$ cat src/rtl/egr_ts_pkg.sv
package egr_ts_pkg;
  localparam int TOD96_W = 96;
  localparam int TOD64_W = 64;

  typedef struct packed {
    logic vld;
    logic sop;
    logic eop;
    logic req;
  } beat_ctl_t;
endpackage

$ cat src/rtl/egr_pipe.sv
module egr_pipe
  import egr_ts_pkg::*;
#(
  parameter int DATA_W = 64,
  parameter int STAGES = 3
) (
  input  logic              clk_i,
  input  logic              rst_ni,
  input  beat_ctl_t         ctl_i,
  input  logic [DATA_W-1:0] data_i,
  output beat_ctl_t         ctl_o,
  output logic [DATA_W-1:0] data_o,
  output logic              depart_o
);
  for (genvar g = 0; g < STAGES; g++) begin : g_stg
    beat_ctl_t         ctl_d, ctl_r;
    logic [DATA_W-1:0] data_d, data_r;

    if (g == 0) begin : g_head
      assign ctl_d  = ctl_i;
      assign data_d = data_i;
    end else begin : g_body
      assign ctl_d  = g_stg[g-1].ctl_r;
      assign data_d = g_stg[g-1].data_r;
    end

    always_ff @(posedge clk_i or negedge rst_ni) begin
      if (!rst_ni) ctl_r <= '0;
      else         ctl_r <= ctl_d;
    end

    always_ff @(posedge clk_i) data_r <= data_d;
  end

  assign ctl_o  = g_stg[STAGES-1].ctl_r;
  assign data_o = g_stg[STAGES-1].data_r;

  // beat about to enter the output register
  assign depart_o = g_stg[STAGES-1].ctl_d.vld & g_stg[STAGES-1].ctl_d.sop &
                    g_stg[STAGES-1].ctl_d.req;

  // a request flag only ever travels on a valid start beat
  a_r5_req_on_sop: assert property (@(posedge clk_i) disable iff (!rst_ni)
    ctl_o.req |-> (ctl_o.vld && ctl_o.sop));
endmodule

$ cat src/rtl/egr_fp_fifo.sv
module egr_fp_fifo #(
  parameter int FP_W  = 8,
  parameter int DEPTH = 4
) (
  input  logic            clk_i,
  input  logic            rst_ni,
  input  logic            push_i,
  input  logic [FP_W-1:0] fp_i,
  input  logic            pop_i,
  output logic [FP_W-1:0] head_o
);
  localparam int PTR_W = (DEPTH > 1) ? $clog2(DEPTH) : 1;
  localparam int CNT_W = $clog2(DEPTH + 1);
  localparam logic [PTR_W-1:0] LAST = PTR_W'(DEPTH - 1);

  logic [FP_W-1:0]  mem [DEPTH];
  logic [PTR_W-1:0] wr_ptr, rd_ptr;
  logic [CNT_W-1:0] cnt;
  logic             full, empty;

  function automatic logic [PTR_W-1:0] bump(input logic [PTR_W-1:0] p);
    return (p == LAST) ? '0 : p + 1'b1;
  endfunction

  assign full   = (cnt == CNT_W'(DEPTH));
  assign empty  = (cnt == '0);
  assign head_o = mem[rd_ptr];

  always_ff @(posedge clk_i) begin
    if (push_i) mem[wr_ptr] <= fp_i;
  end

  always_ff @(posedge clk_i or negedge rst_ni) begin
    if (!rst_ni) begin
      wr_ptr <= '0;
      rd_ptr <= '0;
      cnt    <= '0;
    end else begin
      if (push_i) wr_ptr <= bump(wr_ptr);
      if (pop_i)  rd_ptr <= bump(rd_ptr);
      case ({push_i, pop_i})
        2'b10:   cnt <= cnt + 1'b1;
        2'b01:   cnt <= cnt - 1'b1;
        default: cnt <= cnt;
      endcase
    end
  end

  // queue sized for the pipeline never overflows or underflows
  a_r8_no_overflow: assert property (@(posedge clk_i) disable iff (!rst_ni)
    !(push_i && !pop_i && full));
  a_r8_no_underflow: assert property (@(posedge clk_i) disable iff (!rst_ni)
    !(pop_i && empty));
endmodule

$ cat src/rtl/egr_ts_report.sv
module egr_ts_report #(
  parameter int TOD_W = 96,
  parameter int FP_W  = 8
) (
  input  logic             clk_i,
  input  logic             rst_ni,
  input  logic             depart_i,
  input  logic [TOD_W-1:0] tod_i,
  input  logic [FP_W-1:0]  fp_i,
  output logic             valid_o,
  output logic [TOD_W-1:0] ts_o,
  output logic [FP_W-1:0]  fp_o
);
  always_ff @(posedge clk_i or negedge rst_ni) begin
    if (!rst_ni) begin
      valid_o <= 1'b0;
      ts_o    <= '0;
      fp_o    <= '0;
    end else begin
      valid_o <= depart_i;
      if (depart_i) begin
        ts_o <= tod_i;
        fp_o <= fp_i;
      end
    end
  end
endmodule

$ cat src/rtl/egr_ts_reporter.sv
module egr_ts_reporter
  import egr_ts_pkg::*;
#(
  parameter int DATA_W      = 64,
  parameter int FP_W        = 12,
  parameter int PIPE_STAGES = 3,
  parameter int FIFO_DEPTH  = 4,
  parameter bit EN_96       = 1'b1,
  parameter bit EN_64       = 1'b1
) (
  input  logic               clk_i,
  input  logic               rst_ni,
  input  logic               in_valid_i,
  input  logic               in_sop_i,
  input  logic               in_eop_i,
  input  logic [DATA_W-1:0]  in_data_i,
  input  logic               ts_req_i,
  input  logic [FP_W-1:0]    ts_fp_i,
  input  logic [TOD96_W-1:0] tod96_i,
  input  logic [TOD64_W-1:0] tod64_i,
  output logic               out_valid_o,
  output logic               out_sop_o,
  output logic               out_eop_o,
  output logic [DATA_W-1:0]  out_data_o,
  output logic               ts96_valid_o,
  output logic [TOD96_W-1:0] ts96_o,
  output logic [FP_W-1:0]    ts96_fp_o,
  output logic               ts64_valid_o,
  output logic [TOD64_W-1:0] ts64_o,
  output logic [FP_W-1:0]    ts64_fp_o
);
  beat_ctl_t       in_ctl, out_ctl;
  logic            take, depart;
  logic [FP_W-1:0] head_fp;

  assign take   = in_valid_i & in_sop_i & ts_req_i;
  assign in_ctl = '{vld: in_valid_i, sop: in_sop_i, eop: in_eop_i, req: take};

  egr_pipe #(.DATA_W(DATA_W), .STAGES(PIPE_STAGES)) u_pipe (
    .clk_i, .rst_ni,
    .ctl_i   (in_ctl),
    .data_i  (in_data_i),
    .ctl_o   (out_ctl),
    .data_o  (out_data_o),
    .depart_o(depart)
  );

  assign out_valid_o = out_ctl.vld;
  assign out_sop_o   = out_ctl.sop;
  assign out_eop_o   = out_ctl.eop;

  egr_fp_fifo #(.FP_W(FP_W), .DEPTH(FIFO_DEPTH)) u_fifo (
    .clk_i, .rst_ni,
    .push_i(take),
    .fp_i  (ts_fp_i),
    .pop_i (depart),
    .head_o(head_fp)
  );

  if (EN_96) begin : g_r96
    egr_ts_report #(.TOD_W(TOD96_W), .FP_W(FP_W)) u_rep (
      .clk_i, .rst_ni,
      .depart_i(depart), .tod_i(tod96_i), .fp_i(head_fp),
      .valid_o(ts96_valid_o), .ts_o(ts96_o), .fp_o(ts96_fp_o)
    );
    // a report only rides alongside an outgoing start beat
    a_r2_report_on_sop: assert property (@(posedge clk_i) disable iff (!rst_ni)
      ts96_valid_o |-> (out_valid_o && out_sop_o));
  end else begin : g_n96
    assign ts96_valid_o = 1'b0;
    assign ts96_o       = '0;
    assign ts96_fp_o    = '0;
  end

  if (EN_64) begin : g_r64
    egr_ts_report #(.TOD_W(TOD64_W), .FP_W(FP_W)) u_rep (
      .clk_i, .rst_ni,
      .depart_i(depart), .tod_i(tod64_i), .fp_i(head_fp),
      .valid_o(ts64_valid_o), .ts_o(ts64_o), .fp_o(ts64_fp_o)
    );
    a_r2_report64_on_sop: assert property (@(posedge clk_i) disable iff (!rst_ni)
      ts64_valid_o |-> (out_valid_o && out_sop_o));
  end else begin : g_n64
    assign ts64_valid_o = 1'b0;
    assign ts64_o       = '0;
    assign ts64_fp_o    = '0;
  end

  if (EN_96 && EN_64) begin : g_pair
    // both reports fire together with one fingerprint
    a_r6_same_valid: assert property (@(posedge clk_i) disable iff (!rst_ni)
      ts96_valid_o == ts64_valid_o);
    a_r6_same_fp: assert property (@(posedge clk_i) disable iff (!rst_ni)
      ts96_valid_o |-> (ts96_fp_o == ts64_fp_o));
  end
endmodule

$ cat config.mk
export PLATFORM = sky130hd
export DESIGN_NAME = egr_ts_reporter
export DESIGN_NICKNAME = d
export VERILOG_FILES = /design/src/rtl/egr_ts_pkg.sv /design/src/rtl/egr_pipe.sv /design/src/rtl/egr_fp_fifo.sv /design/src/rtl/egr_ts_report.sv /design/src/rtl/egr_ts_reporter.sv
export SDC_FILE = /design/constraint.sdc
export NUM_CORES = 1
export LEC_CHECK = 0
export ABC_AREA = 1
export BUFFER_PORTS_ARGS = -buffer_cell sky130_fd_sc_hd__buf_2
export CORE_AREA = 8 8 188 190
export DETAILED_ROUTE_END_ITERATION = 8
export DIE_AREA = 0 0 196 198
export GPL_TIMING_DRIVEN = 0
export PLACE_DENSITY_LB_ADDON = 0.1
export SYNTH_ARGS = -nofsm -noshare
export SYNTH_HDL_FRONTEND = slang
export SYNTH_HIERARCHICAL = 1
export SYNTH_SLANG_ARGS = --single-unit
$ cat constraint.sdc
create_clock -name clk_i -period 2.78 [get_ports clk_i]
set_input_delay 0.139 -clock clk_i [delete_from_list [all_inputs] [get_ports clk_i]]
set_output_delay 0.139 -clock clk_i [all_outputs]
set_load 0.02 [all_outputs]
==> summary.txt <==
Outcome
  – Status: completed

Power
  – Max IR drop VDD: 0.000618 V
  – Leakage power: 0.0106 uW
  – PwrDens: 842 nW/um^2

Job
  – Max-cap viol count: 0

Floorplanning
  – Die Height: ~200 microns
  – Top-Level Pins: 495
  – Initial Utilization: 0.418
  – Core area: 32200 sq um
  – Site Rows: 66
  – Die width: 196 microns
  – Full die area: between 30000 and 40000 sq um

Timing
  – Setup TNS Final: 0 ns
  – Least-Margin Pin Slew: ~0.66 ns
  – Post-layout minimum cycle time: 1.64 ns
  – Pins Over Slew Limit: 0
  – Setup Viol. Count Final: 0
  – Hold WS: 0.204 ns
  – Fmax: slightly above 600 MHz
  – Slew HR: 0.561
  – RSZ-0062 raised after global routing: no
  – Final worst-path cycle share: 0.589
  – Fin Clk Skew: 0.0135 ns
  – Fin. Hold Viols: 0

GRT
  – Met2 GRT Util: 0.357
  – GRT met3 Usage: 0.0689
  – Initial antenna violation count: 4
  – Global routing's busiest layer: met2
  – Gr usage total: 0.209
  – Vias in the first global route: 10900
  – Largest net degree at the start of global routing: 119
  – Met1 usage: 0.239
  – First-pass GRT wire length: 63400 microns
  – Grt total ovfl: 0

Worst setup path
  – R2r worst-path depth: 8
  – Reg-to-reg slack, setup: 1.14 ns
  – Slowest cell on crit path: dfrtp_1
  – Most common cell on crit path: nand2_1
  – Slowest Stage Delay on Critical Path: 0.34 ns
  – CP arrival: roughly 2.1 ns
  – CP Capture Point: g_r96.u_rep/ts_o[90]
  – Critical path class: reg2reg
  – CP required: 3.20 ns
  – R2R Path End: g_r96.u_rep/ts_o[90]
  – Crit path launch type: flip-flop
  – CP Capture Type: flip-flop
  – Cell Chain, Critical Path: nand2_1 > nor2_2 > buf_4 > inv_4 > buf_6 > buf_6 > nand2_1 > nand2_1
  – Critical path origin: u_pipe/g_stg[1].ctl_r[3]
  – CP Max Fanout: 10
  – FF-to-FF Start: u_pipe/g_stg[1].ctl_r[3]

Layout
  – Syn-to-layout area delta: 51.5%
  – Post-route insts no fill: 2435
  – Final instance area: 20400 sq um
  – Final core utilization: 0.633
  – Share of layout cells above drive strength 1: 0.311
  – Filler Cell Count: about 2500
  – Final nets: 2236

Placement
  – Placed insts: 2110
  – PortBufs: about 490
  – GP Congestion: 0.828
  – Final HPWL from detailed placement: 28700 microns
  – Placement Cell Area: 16500 sq um

Detailed routing
  – Initial drt markers: 516
  – Routed Antenna Nets: 0
  – Post-Route WL: between 40000 and 50000 microns
  – Average wire per standard cell: around 17 microns
  – DRC viols: 0
  – Pre-Repair DR Iteration Count: 5
  – Via density: about 4.4
  – Via count: between 10000 and 15000

Logic synthesis
  – Post-Syn Instances: 1207
  – Synthesized Nets: between 1000 and 1500
  – Post-Synthesis Cell Area: 13500 sq um
  – Post-Syn Area per Cell: 11.1 sq um
  – Syn. warnings: 6

Clocking
  – Clock Latency Late Sink: 0.54 ns
  – CTS sink cnt: roughly 440
  – CTS tree: done
  – Post-CTS Setup Inserts: 0
  – CTS clk-pin slew, worst paths: 0.06 ns
  – Htree depth: 2
  – Root buf cell: clkbuf_16
  – CTS Buffer Depth: 3
  – Clock buffer count from CTS: 44

Worst hold path
  – Worst min-delay path class: in2async
-- worst min-delay path by stage --
stage / start / endpoint / slack (ns) / cells past startpoint
global route: in_data_i[42] / u_pipe/g_stg[0].data_r[42] / 0.20 / 2
finish: rst_ni / g_r96.u_rep/ts_o[61] / 0.20 / 2
CTS: in_data_i[19] / u_pipe/g_stg[0].data_r[19] / 0.19 / 2
detailed placement: rst_ni / g_r96.u_rep/ts_o[48] / 0.19 / 1
global placement: in_data_i[43] / u_pipe/g_stg[0].data_r[43] / 0.24 / 1
floorplan: rst_ni / g_r64.u_rep/fp_o[0] / -0.16 / 0
-- routing by layer --
metal	routed length, microns	share of wire	vias to the layer above
li1	-	-	5254
met1	15800	0.38	4934
met2	20500	0.49	391
met3	3570	0.086	87
met4	1640	0.040	0
met5	0	0	-
-- repair_timing --
item | CTS | global route
endpoints found under the hold margin | 361 | 0
gates resized for setup | 0 | 0
hold buffers | 241 | 0
-- sequential cells by signal (all words and copies together) (netlist names), 8 cells and up --
signal,count
u_fifo/mem,48
g_r64.u_rep/ts_o,64
g_r96.u_rep/ts_o,96
g_r64.u_rep/fp_o,12
u_pipe/g_stg.data_r,128
u_pipe/data_o,64
g_r96.u_rep/fp_o,12
u_pipe/g_stg.ctl_r,8
-- power breakdown --
part / switching (uW) / internal [uW]
registers: 390 / 7360
clock network: 2440 / 3440
logic: 2310 / 1230
-- critical path, delay by kind of cell, from the launching register on --
kind	cells	cell delay, ns
flip-flops	1	0.34
AND/OR/NAND/NOR	4	0.49
buffers and inverters	4	0.69
-- cell usage in the layout, fill, tap and decap left out, types with 5 or more instances in the layout --
master,count
buf_4,6
dlygate4sd3_1,241
edfxtp_1,48
clkbuf_16,45
clkinv_2,6
buf_6,13
clkbuf_8,13
buf_2,521
ha_1,5
inv_1,57
nand3_1,24
dfrtp_1,201
nand2_2,7
clkbuf_1,5
dfxtp_1,192
nand2_1,615
-- cell type report --
cell class / instances / area [sq um] / share of cell area
sequential: 441 / 10300 / 0.506
buffer: 47 / 332 / 0.0163
clock inverter: 17 / 159 / 0.00780
inverter: 60 / 233 / 0.0114
multi-input combinational: 659 / 2570 / 0.126
tap: 408 / 510 / 0.0250
antenna: 4 / 10.0 / 0.000491
timing repair buffer: 736 / 4920 / 0.242
clock buffer: 63 / 1320 / 0.0650
-- per-stage QoR --
step	setup slack (ns)	total power [uW]
2_1_floorplan	1.51	9600
3_3_place_gp	-1.96	11100
3_5_place_dp	1.09	11100
4_1_cts	1.08	17400
5_1_grt	0.963	18000
6_report	1.14	17200
(Power assumes the default switching activity.)
